### src/rtl/ser_mem_pkg.sv
package ser_mem_pkg;
  localparam int OP_W = 4;

  typedef enum logic [OP_W-1:0] {
    OP_NOP   = 4'd0,
    OP_READ  = 4'd1,
    OP_SEQ   = 4'd2,
    OP_WRITE = 4'd3,
    OP_ERASE = 4'd4,
    OP_PEN   = 4'd5,
    OP_PDIS  = 4'd6,
    OP_AEN   = 4'd7,
    OP_ADIS  = 4'd8,
    OP_PTR   = 4'd9
  } op_e;

  typedef enum logic [2:0] {
    ST_OP,
    ST_ADDR,
    ST_DATA,
    ST_OUT,
    ST_DONE
  } st_e;
endpackage

### src/rtl/sm_edge.sv
module sm_edge (
  input  logic clk,
  input  logic rst,
  input  logic sclk,
  output logic rise,
  output logic fall
);
  logic sclk_q;

  always_ff @(posedge clk) begin
    if (rst) sclk_q <= 1'b0;
    else     sclk_q <= sclk;
  end

  assign rise = sclk & ~sclk_q;
  assign fall = ~sclk & sclk_q;
endmodule

### src/rtl/sm_array.sv
module sm_array #(
  parameter int DATA_W = 8,
  parameter int DEPTH  = 512,
  parameter int ADDR_W = $clog2(DEPTH)
) (
  input  logic              clk,
  input  logic              we,
  input  logic [ADDR_W-1:0] waddr,
  input  logic [DATA_W-1:0] wdata,
  input  logic [ADDR_W-1:0] raddr,
  output logic [DATA_W-1:0] rdata
);
  logic [DATA_W-1:0] mem [DEPTH];

  always_ff @(posedge clk) begin
    if (we) mem[waddr] <= wdata;
    rdata <= mem[raddr];
  end
endmodule

### src/rtl/sm_guard.sv
module sm_guard #(
  parameter int DEPTH    = 512,
  parameter int PTR_W    = 10,
  parameter int BUSY_CYC = 400
) (
  input  logic             clk,
  input  logic             rst,
  input  logic             set_pen,
  input  logic             clr_pen,
  input  logic             set_aen,
  input  logic             clr_aen,
  input  logic             ptr_load,
  input  logic [PTR_W-1:0] ptr_val,
  input  logic             start_busy,
  output logic             prog_en,
  output logic             acc_en,
  output logic [PTR_W-1:0] ptr,
  output logic             busy
);
  localparam int BUSY_W = $clog2(BUSY_CYC + 1);
  logic [BUSY_W-1:0] left;

  always_ff @(posedge clk) begin
    if (rst) begin
      prog_en <= 1'b0;
      acc_en  <= 1'b0;
      ptr     <= PTR_W'(DEPTH);
      left    <= '0;
    end else begin
      if (set_pen)      prog_en <= 1'b1;
      else if (clr_pen) prog_en <= 1'b0;
      if (set_aen)      acc_en  <= 1'b1;
      else if (clr_aen) acc_en  <= 1'b0;
      if (ptr_load)     ptr     <= ptr_val;
      if (start_busy)   left    <= BUSY_W'(BUSY_CYC);
      else if (left != '0) left <= left - 1'b1;
    end
  end

  assign busy = (left != '0);
endmodule

### src/rtl/ser_mem_slave.sv
module ser_mem_slave
  import ser_mem_pkg::*;
#(
  parameter bit WIDE     = 1'b0,
  parameter int BUSY_CYC = 400
) (
  input  logic clk,
  input  logic rst,
  input  logic cs,
  input  logic sclk,
  input  logic sdi,
  output logic sdo,
  output logic sdo_oe,
  output logic err,
  output logic err_oe
);
  localparam int DATA_W = WIDE ? 16 : 8;
  localparam int DEPTH  = WIDE ? 256 : 512;
  localparam int ADDR_W = $clog2(DEPTH);
  localparam int PTR_W  = ADDR_W + 1;
  localparam int CNT_W  = $clog2(DATA_W + PTR_W + 1);
  localparam int BIT_W  = $clog2(DATA_W);

  logic rise, fall;
  st_e st;
  logic [CNT_W-1:0] cnt;
  logic [OP_W-1:0] op_sh;
  logic [PTR_W-1:0] sh_addr;
  logic [DATA_W-1:0] sh_data;
  logic [ADDR_W-1:0] rd_addr;
  logic [DATA_W-1:0] rd_word;
  logic prog_en, acc_en, busy;
  logic [PTR_W-1:0] ptr;

  logic [OP_W-1:0] op_full;
  logic [PTR_W-1:0] addr_full;
  logic [DATA_W-1:0] data_full;
  logic [CNT_W-1:0] addr_len;
  logic op_done, addr_done, data_done, out_done;
  logic wr_ok, er_ok, ptr_ok, reject;
  logic mem_we;
  logic [ADDR_W-1:0] mem_waddr;
  logic [DATA_W-1:0] mem_wdata;
  logic [BIT_W-1:0] bit_sel;

  sm_edge u_edge (.clk(clk), .rst(rst), .sclk(sclk), .rise(rise), .fall(fall));

  always_comb begin
    op_full   = {op_sh[OP_W-2:0], sdi};
    addr_full = {sh_addr[PTR_W-2:0], sdi};
    data_full = {sh_data[DATA_W-2:0], sdi};
    addr_len  = (op_sh == OP_PTR) ? CNT_W'(PTR_W) : CNT_W'(ADDR_W);
    op_done   = cs && rise && (st == ST_OP)   && (cnt == CNT_W'(OP_W - 1));
    addr_done = cs && rise && (st == ST_ADDR) && (cnt == addr_len - 1'b1);
    data_done = cs && rise && (st == ST_DATA) && (cnt == CNT_W'(DATA_W - 1));
    out_done  = cs && rise && (st == ST_OUT)  && (cnt == CNT_W'(DATA_W - 1));
    wr_ok  = prog_en && !busy && ({1'b0, sh_addr[ADDR_W-1:0]} < ptr);
    er_ok  = prog_en && !busy && ({1'b0, addr_full[ADDR_W-1:0]} < ptr);
    ptr_ok = acc_en && !busy;
    mem_we    = (data_done && op_sh == OP_WRITE && wr_ok) ||
                (addr_done && op_sh == OP_ERASE && er_ok);
    mem_waddr = (op_sh == OP_WRITE) ? sh_addr[ADDR_W-1:0] : addr_full[ADDR_W-1:0];
    mem_wdata = (op_sh == OP_WRITE) ? data_full : '1;
    reject    = (data_done && op_sh == OP_WRITE && !wr_ok) ||
                (addr_done && op_sh == OP_ERASE && !er_ok) ||
                (addr_done && op_sh == OP_PTR   && !ptr_ok);
    bit_sel   = BIT_W'(DATA_W - 1) - BIT_W'(cnt);
  end

  sm_guard #(.DEPTH(DEPTH), .PTR_W(PTR_W), .BUSY_CYC(BUSY_CYC)) u_guard (
    .clk(clk), .rst(rst),
    .set_pen(op_done && op_full == OP_PEN),
    .clr_pen(op_done && op_full == OP_PDIS),
    .set_aen(op_done && op_full == OP_AEN),
    .clr_aen(op_done && op_full == OP_ADIS),
    .ptr_load(addr_done && op_sh == OP_PTR && ptr_ok),
    .ptr_val(addr_full),
    .start_busy(mem_we),
    .prog_en(prog_en), .acc_en(acc_en), .ptr(ptr), .busy(busy)
  );

  sm_array #(.DATA_W(DATA_W), .DEPTH(DEPTH), .ADDR_W(ADDR_W)) u_array (
    .clk(clk), .we(mem_we), .waddr(mem_waddr), .wdata(mem_wdata),
    .raddr(rd_addr), .rdata(rd_word)
  );

  always_ff @(posedge clk) begin
    if (rst) err_oe <= 1'b0;
    else     err_oe <= cs;
  end

  always_ff @(posedge clk) begin
    if (rst || !cs) begin
      st      <= ST_OP;
      cnt     <= '0;
      op_sh   <= '0;
      sh_addr <= '0;
      sh_data <= '0;
      sdo_oe  <= 1'b0;
      err     <= 1'b0;
      if (rst) begin
        rd_addr <= '0;
        sdo     <= 1'b0;
      end
    end else begin
      if (rise) begin
        cnt <= cnt + 1'b1;
        case (st)
          ST_OP: begin
            op_sh <= op_full;
            if (op_done) begin
              cnt     <= '0;
              sh_addr <= '0;
              case (op_full)
                OP_READ, OP_SEQ, OP_WRITE, OP_ERASE, OP_PTR: st <= ST_ADDR;
                OP_PEN, OP_PDIS, OP_AEN, OP_ADIS:            st <= ST_OP;
                default:                                     st <= ST_DONE;
              endcase
            end
          end
          ST_ADDR: begin
            sh_addr <= addr_full;
            if (addr_done) begin
              cnt <= '0;
              case (op_sh)
                OP_READ, OP_SEQ: begin
                  rd_addr <= addr_full[ADDR_W-1:0];
                  st      <= ST_OUT;
                end
                OP_WRITE: st <= ST_DATA;
                default:  st <= ST_OP;
              endcase
            end
          end
          ST_DATA: begin
            sh_data <= data_full;
            if (data_done) begin
              cnt <= '0;
              st  <= ST_OP;
            end
          end
          ST_OUT: begin
            if (out_done) begin
              cnt <= '0;
              if (op_sh != OP_SEQ) begin
                st     <= ST_OP;
                sdo_oe <= 1'b0;
              end else if (rd_addr == ADDR_W'(DEPTH - 1)) begin
                st     <= ST_DONE;
                sdo_oe <= 1'b0;
              end else begin
                rd_addr <= rd_addr + 1'b1;
              end
            end
          end
          default: cnt <= cnt;
        endcase
      end else if (fall && st == ST_OUT) begin
        sdo    <= rd_word[bit_sel];
        sdo_oe <= 1'b1;
      end
      if (reject) err <= 1'b1;
    end
  end
endmodule

### config.mk
export PLATFORM = sky130hd
export DESIGN_NAME = ser_mem_slave
export DESIGN_NICKNAME = d
export VERILOG_FILES = /design/src/rtl/ser_mem_pkg.sv /design/src/rtl/sm_edge.sv /design/src/rtl/sm_array.sv /design/src/rtl/sm_guard.sv /design/src/rtl/ser_mem_slave.sv
export SDC_FILE = /design/constraint.sdc
export NUM_CORES = 2
export LEC_CHECK = 0
export BUFFER_PORTS_ARGS = -buffer_cell sky130_fd_sc_hd__buf_2
export CELL_PAD_IN_SITES_DETAIL_PLACEMENT = 1
export CELL_PAD_IN_SITES_GLOBAL_PLACEMENT = 2
export CORE_MARGIN = 1.5
export CORE_UTILIZATION = 30
export CTS_BUF_LIST = sky130_fd_sc_hd__clkbuf_2 sky130_fd_sc_hd__clkbuf_4 sky130_fd_sc_hd__clkbuf_8
export CTS_CLUSTER_SIZE = 28
export DETAILED_ROUTE_END_ITERATION = 7
export GPL_ROUTABILITY_DRIVEN = 0
export PLACE_DENSITY = 0.59
export SYNTH_ARGS = -nofsm -noshare
export SYNTH_HDL_FRONTEND = slang
export SYNTH_MEMORY_MAX_BITS = 65536
export SYNTH_SLANG_ARGS = --single-unit
### constraint.sdc
create_clock -name clk -period 8.95 [get_ports clk]
set_input_delay 0.895 -clock clk [delete_from_list [all_inputs] [get_ports clk]]
set_output_delay 0.895 -clock clk [all_outputs]
set_load 0.1 [all_outputs]
==> flow_summary_export.csv <==
group,metric,value,unit
status,status,"finished, violations left",
status,violations,"max-capacitance violations, max-slew violations",
place,port_buffers,8,
routing,drt-total-wl,561,mm
place,place_ws,3.15,ns
setup_path,crit_arrival,7.07,ns
routing,detail-route-antenna-nets,0,
logic_synthesis,synthArstFlopShare,0,
setup_path,worstSetupEndpointType,"flop",
logic_synthesis,synth_nets,8150,
job,maxCapViolCount,1,
setup_path,critPathLaunchType,"flop",
clock_network,tritoncts,"yes",
die,ios,9,
cells_and_area,nets,8556,
cells_and_area,final_util,0.343,
logic_synthesis,seq_area_frac_synth,0.757,
setup_path,crit_path_top_delay_cell,"o21ai_0",
timing,timing.setup.tns,0,ns
logic_synthesis,syn_inst,8125,
logic_synthesis,synth_top_area_cell,"edfxtp_1",
global_routing,track_usage,0.199,
clock_network,cts.sinks,4167,
clock_network,numCtsBuffers,689,
setup_path,crit_type,"reg2reg",
routing,via_per_inst,5.37,
routing,post_drt_wl_per_cell,34.3,um
place,dp_hpwl,339,mm
power_and_ir_drop,peakVddDrop,0.155,mV
clock_network,clock_tree.root_cell,"clkbuf_8",
logic_synthesis,avgSynthCellArea,20.2,um^2
clock_network,clk_latency,1.27,ns
die,start_util,0.302,
timing,holdWs,0.501,ns
cells_and_area,multi_input_area,37600,um^2
clock_network,hold_buffers,5,
logic_synthesis,syn-cell-area,165000,um^2
cells_and_area,final_common_cell,"edfxtp_1",
cells_and_area,fin_cells,16331,
global_routing,antenna_found_initial,39,
timing,fin_skew,0.0565,ns
place,place_area,174000,um^2
timing,rsz0062_at_grt,"false",
timing,fin_crit_sh,0.661,
routing,drt_iter0_drc,9908,
global_routing,grt_pass1_vias,90987,
global_routing,grt_first_pass_wirelength,773,mm
setup_path,worst-path-max-fanout,16,
logic_synthesis,synth_area_leaders,"edfxtp_1 (75%), mux4_2 (12%), mux2i_1 (2.4%)",
clock_network,htree_levels,6,
die,rows,271,
cells_and_area,final_area,187000,um^2
logic_synthesis,synth-main-ff-cell,"edfxtp_1",
die,fp.dieH,744,um
timing,hold_viol,0,
die,dieArea,553000,um^2
setup_path,crit_family,"compound AO/OA/AOI/OAI gates",
setup_path,slowest_delay,0.89,ns
logic_synthesis,synth-edff-count,4106,
cells_and_area,final_cell_mix,"edfxtp_1 (4,106), mux4_2 (877), clkbuf_8 (704)",
place,dpl.cell_count,15065,
timing,finalSetupViolations,0,
cells_and_area,syn_to_final_growth,13.9,%
routing,first_pass_iters,5,
global_routing,grt_start_max_net_pins,165,
logic_synthesis,synth.distinct_cells,75,
clock_network,post_cts_resized,0,
timing,worst_slew_pin_slew,1.51,ns
cells_and_area,nFillCells,53688,
power_and_ir_drop,p_per_area,208,nW/um^2
clock_network,clk_pin_slew_worst_paths,0.07,ns
setup_path,crit_buf_inv,2,
timing,fmax,0.169,GHz
clock_network,post-cts-setup-buffer-count,0,
logic_synthesis,ys_ff_latch,4167,
power_and_ir_drop,total_power,39.0,mW
power_and_ir_drop,leakage,44.2,nW
routing,vias,87646,
global_routing,grt_overflow,0,
logic_synthesis,yosys_warnings,0,
setup_path,cp_cell_sequence,"buf_4 > nor2b_4 > nand3_2 > buf_4 > o221ai_1 > a21o_1 > o22ai_1 > o21ai_0 > o21ai_0 > o32a_1",
logic_synthesis,synth_top_area_frac,0.749,
die,core,546000,um^2
timing,period_needed,5.91,ns
hold_path,holdCritPathClass,"reg2reg",
setup_path,worst_ep_required_time,10.10,ns
clock_network,clk_path_buf_depth,4,
routing,drcViolationCount,0,
cells_and_area,regArea,125000,um^2
timing,slew_headroom,-0.00587,
die,die_x,744,um
cells_and_area,drive_gt1_frac,0.283,
timing,setup_slack,3.04,ns
timing,slew_violations,5,
## metal layers
metal | vias up | wire [um] | GRT usage
met5 | - | 49 | 0
met4 | 8 | 20000 | 0.0666
met3 | 810 | 38600 | 0.0328
met2 | 3921 | 265000 | 0.318
met1 | 47945 | 237000 | 0.276
li1 | 34962 | - | -
## layout make-up
| class | instances | area share |
|---|---|---|
| clock inverters | 328 | 0.0116 |
| repair buffers | 275 | 0.0138 |
| flip-flops and latches | 4167 | 0.665 |
| clock buffers | 916 | 0.0602 |
| well taps | 7234 | 0.0483 |
| multi-input cells | 3380 | 0.201 |
| diodes | 13 | 0.000174 |
| inverters | 18 | 0.000421 |
## registers in the layout (all words and copies together), names as in the netlist
name             count
cnt                  5
err                  1
err_oe               1
op_sh                4
rd_addr              9
sdo                  1
sdo_oe               1
sh_addr              9
sh_data              7
st                   3
u_array.mem       4096
u_array.rdata        8
u_edge.sclk_q        1
u_guard.acc_en       1
u_guard.left         9
u_guard.prog_en      1
u_guard.ptr         10
## power breakdown
group | switching (mW) | internal, mW | leakage (nW)
Clock | 7.95 | 8.81 | 7.08
Sequential | 0.0254 | 21.1 | 26.6
Combinational | 0.729 | 0.320 | 10.5
## cell families after synthesis
family | share of synthesized area
AO/OA/AOI/OAI | 0.0359
flip-flops | 0.757
AND/OR/NAND/NOR | 0.0423
buffers and inverters | 0.0168
adder cells (fa/ha/maj) | 0.00152
multiplexers | 0.146
XOR/XNOR | 0.000799
## path summary, 6_finish.rpt
| path | from | end | slack [ns] | cells past startpoint |
|---|---|---|---|---|
| min | u_guard.acc_en | u_guard.acc_en | 0.50 | 2 |
| max reg2reg | rd_addr[3] | u_array.rdata[5] | 3.04 | 10 |
| max | rd_addr[3] | u_array.rdata[5] | 3.04 | 10 |
| min reg2reg | u_guard.acc_en | u_guard.acc_en | 0.50 | 2 |
## Yosys cell counts, drive strengths merged, types with 62 or more instances
cell    count
edfxtp   4106
mux4      877
nor3      551
mux2i     391
buf       318
nand2     252
clkbuf    242
a21oi     186
nor2      161
o22ai     135
o21ai     115
a22oi      98
a221oi     67
nand3      62
## tightest hold or removal path, delay by kind of cell, from the launching register on
family          cells  cell delay, ns
compound gates      2            0.13
flops               1            0.33
(Power assumes the default switching activity.)
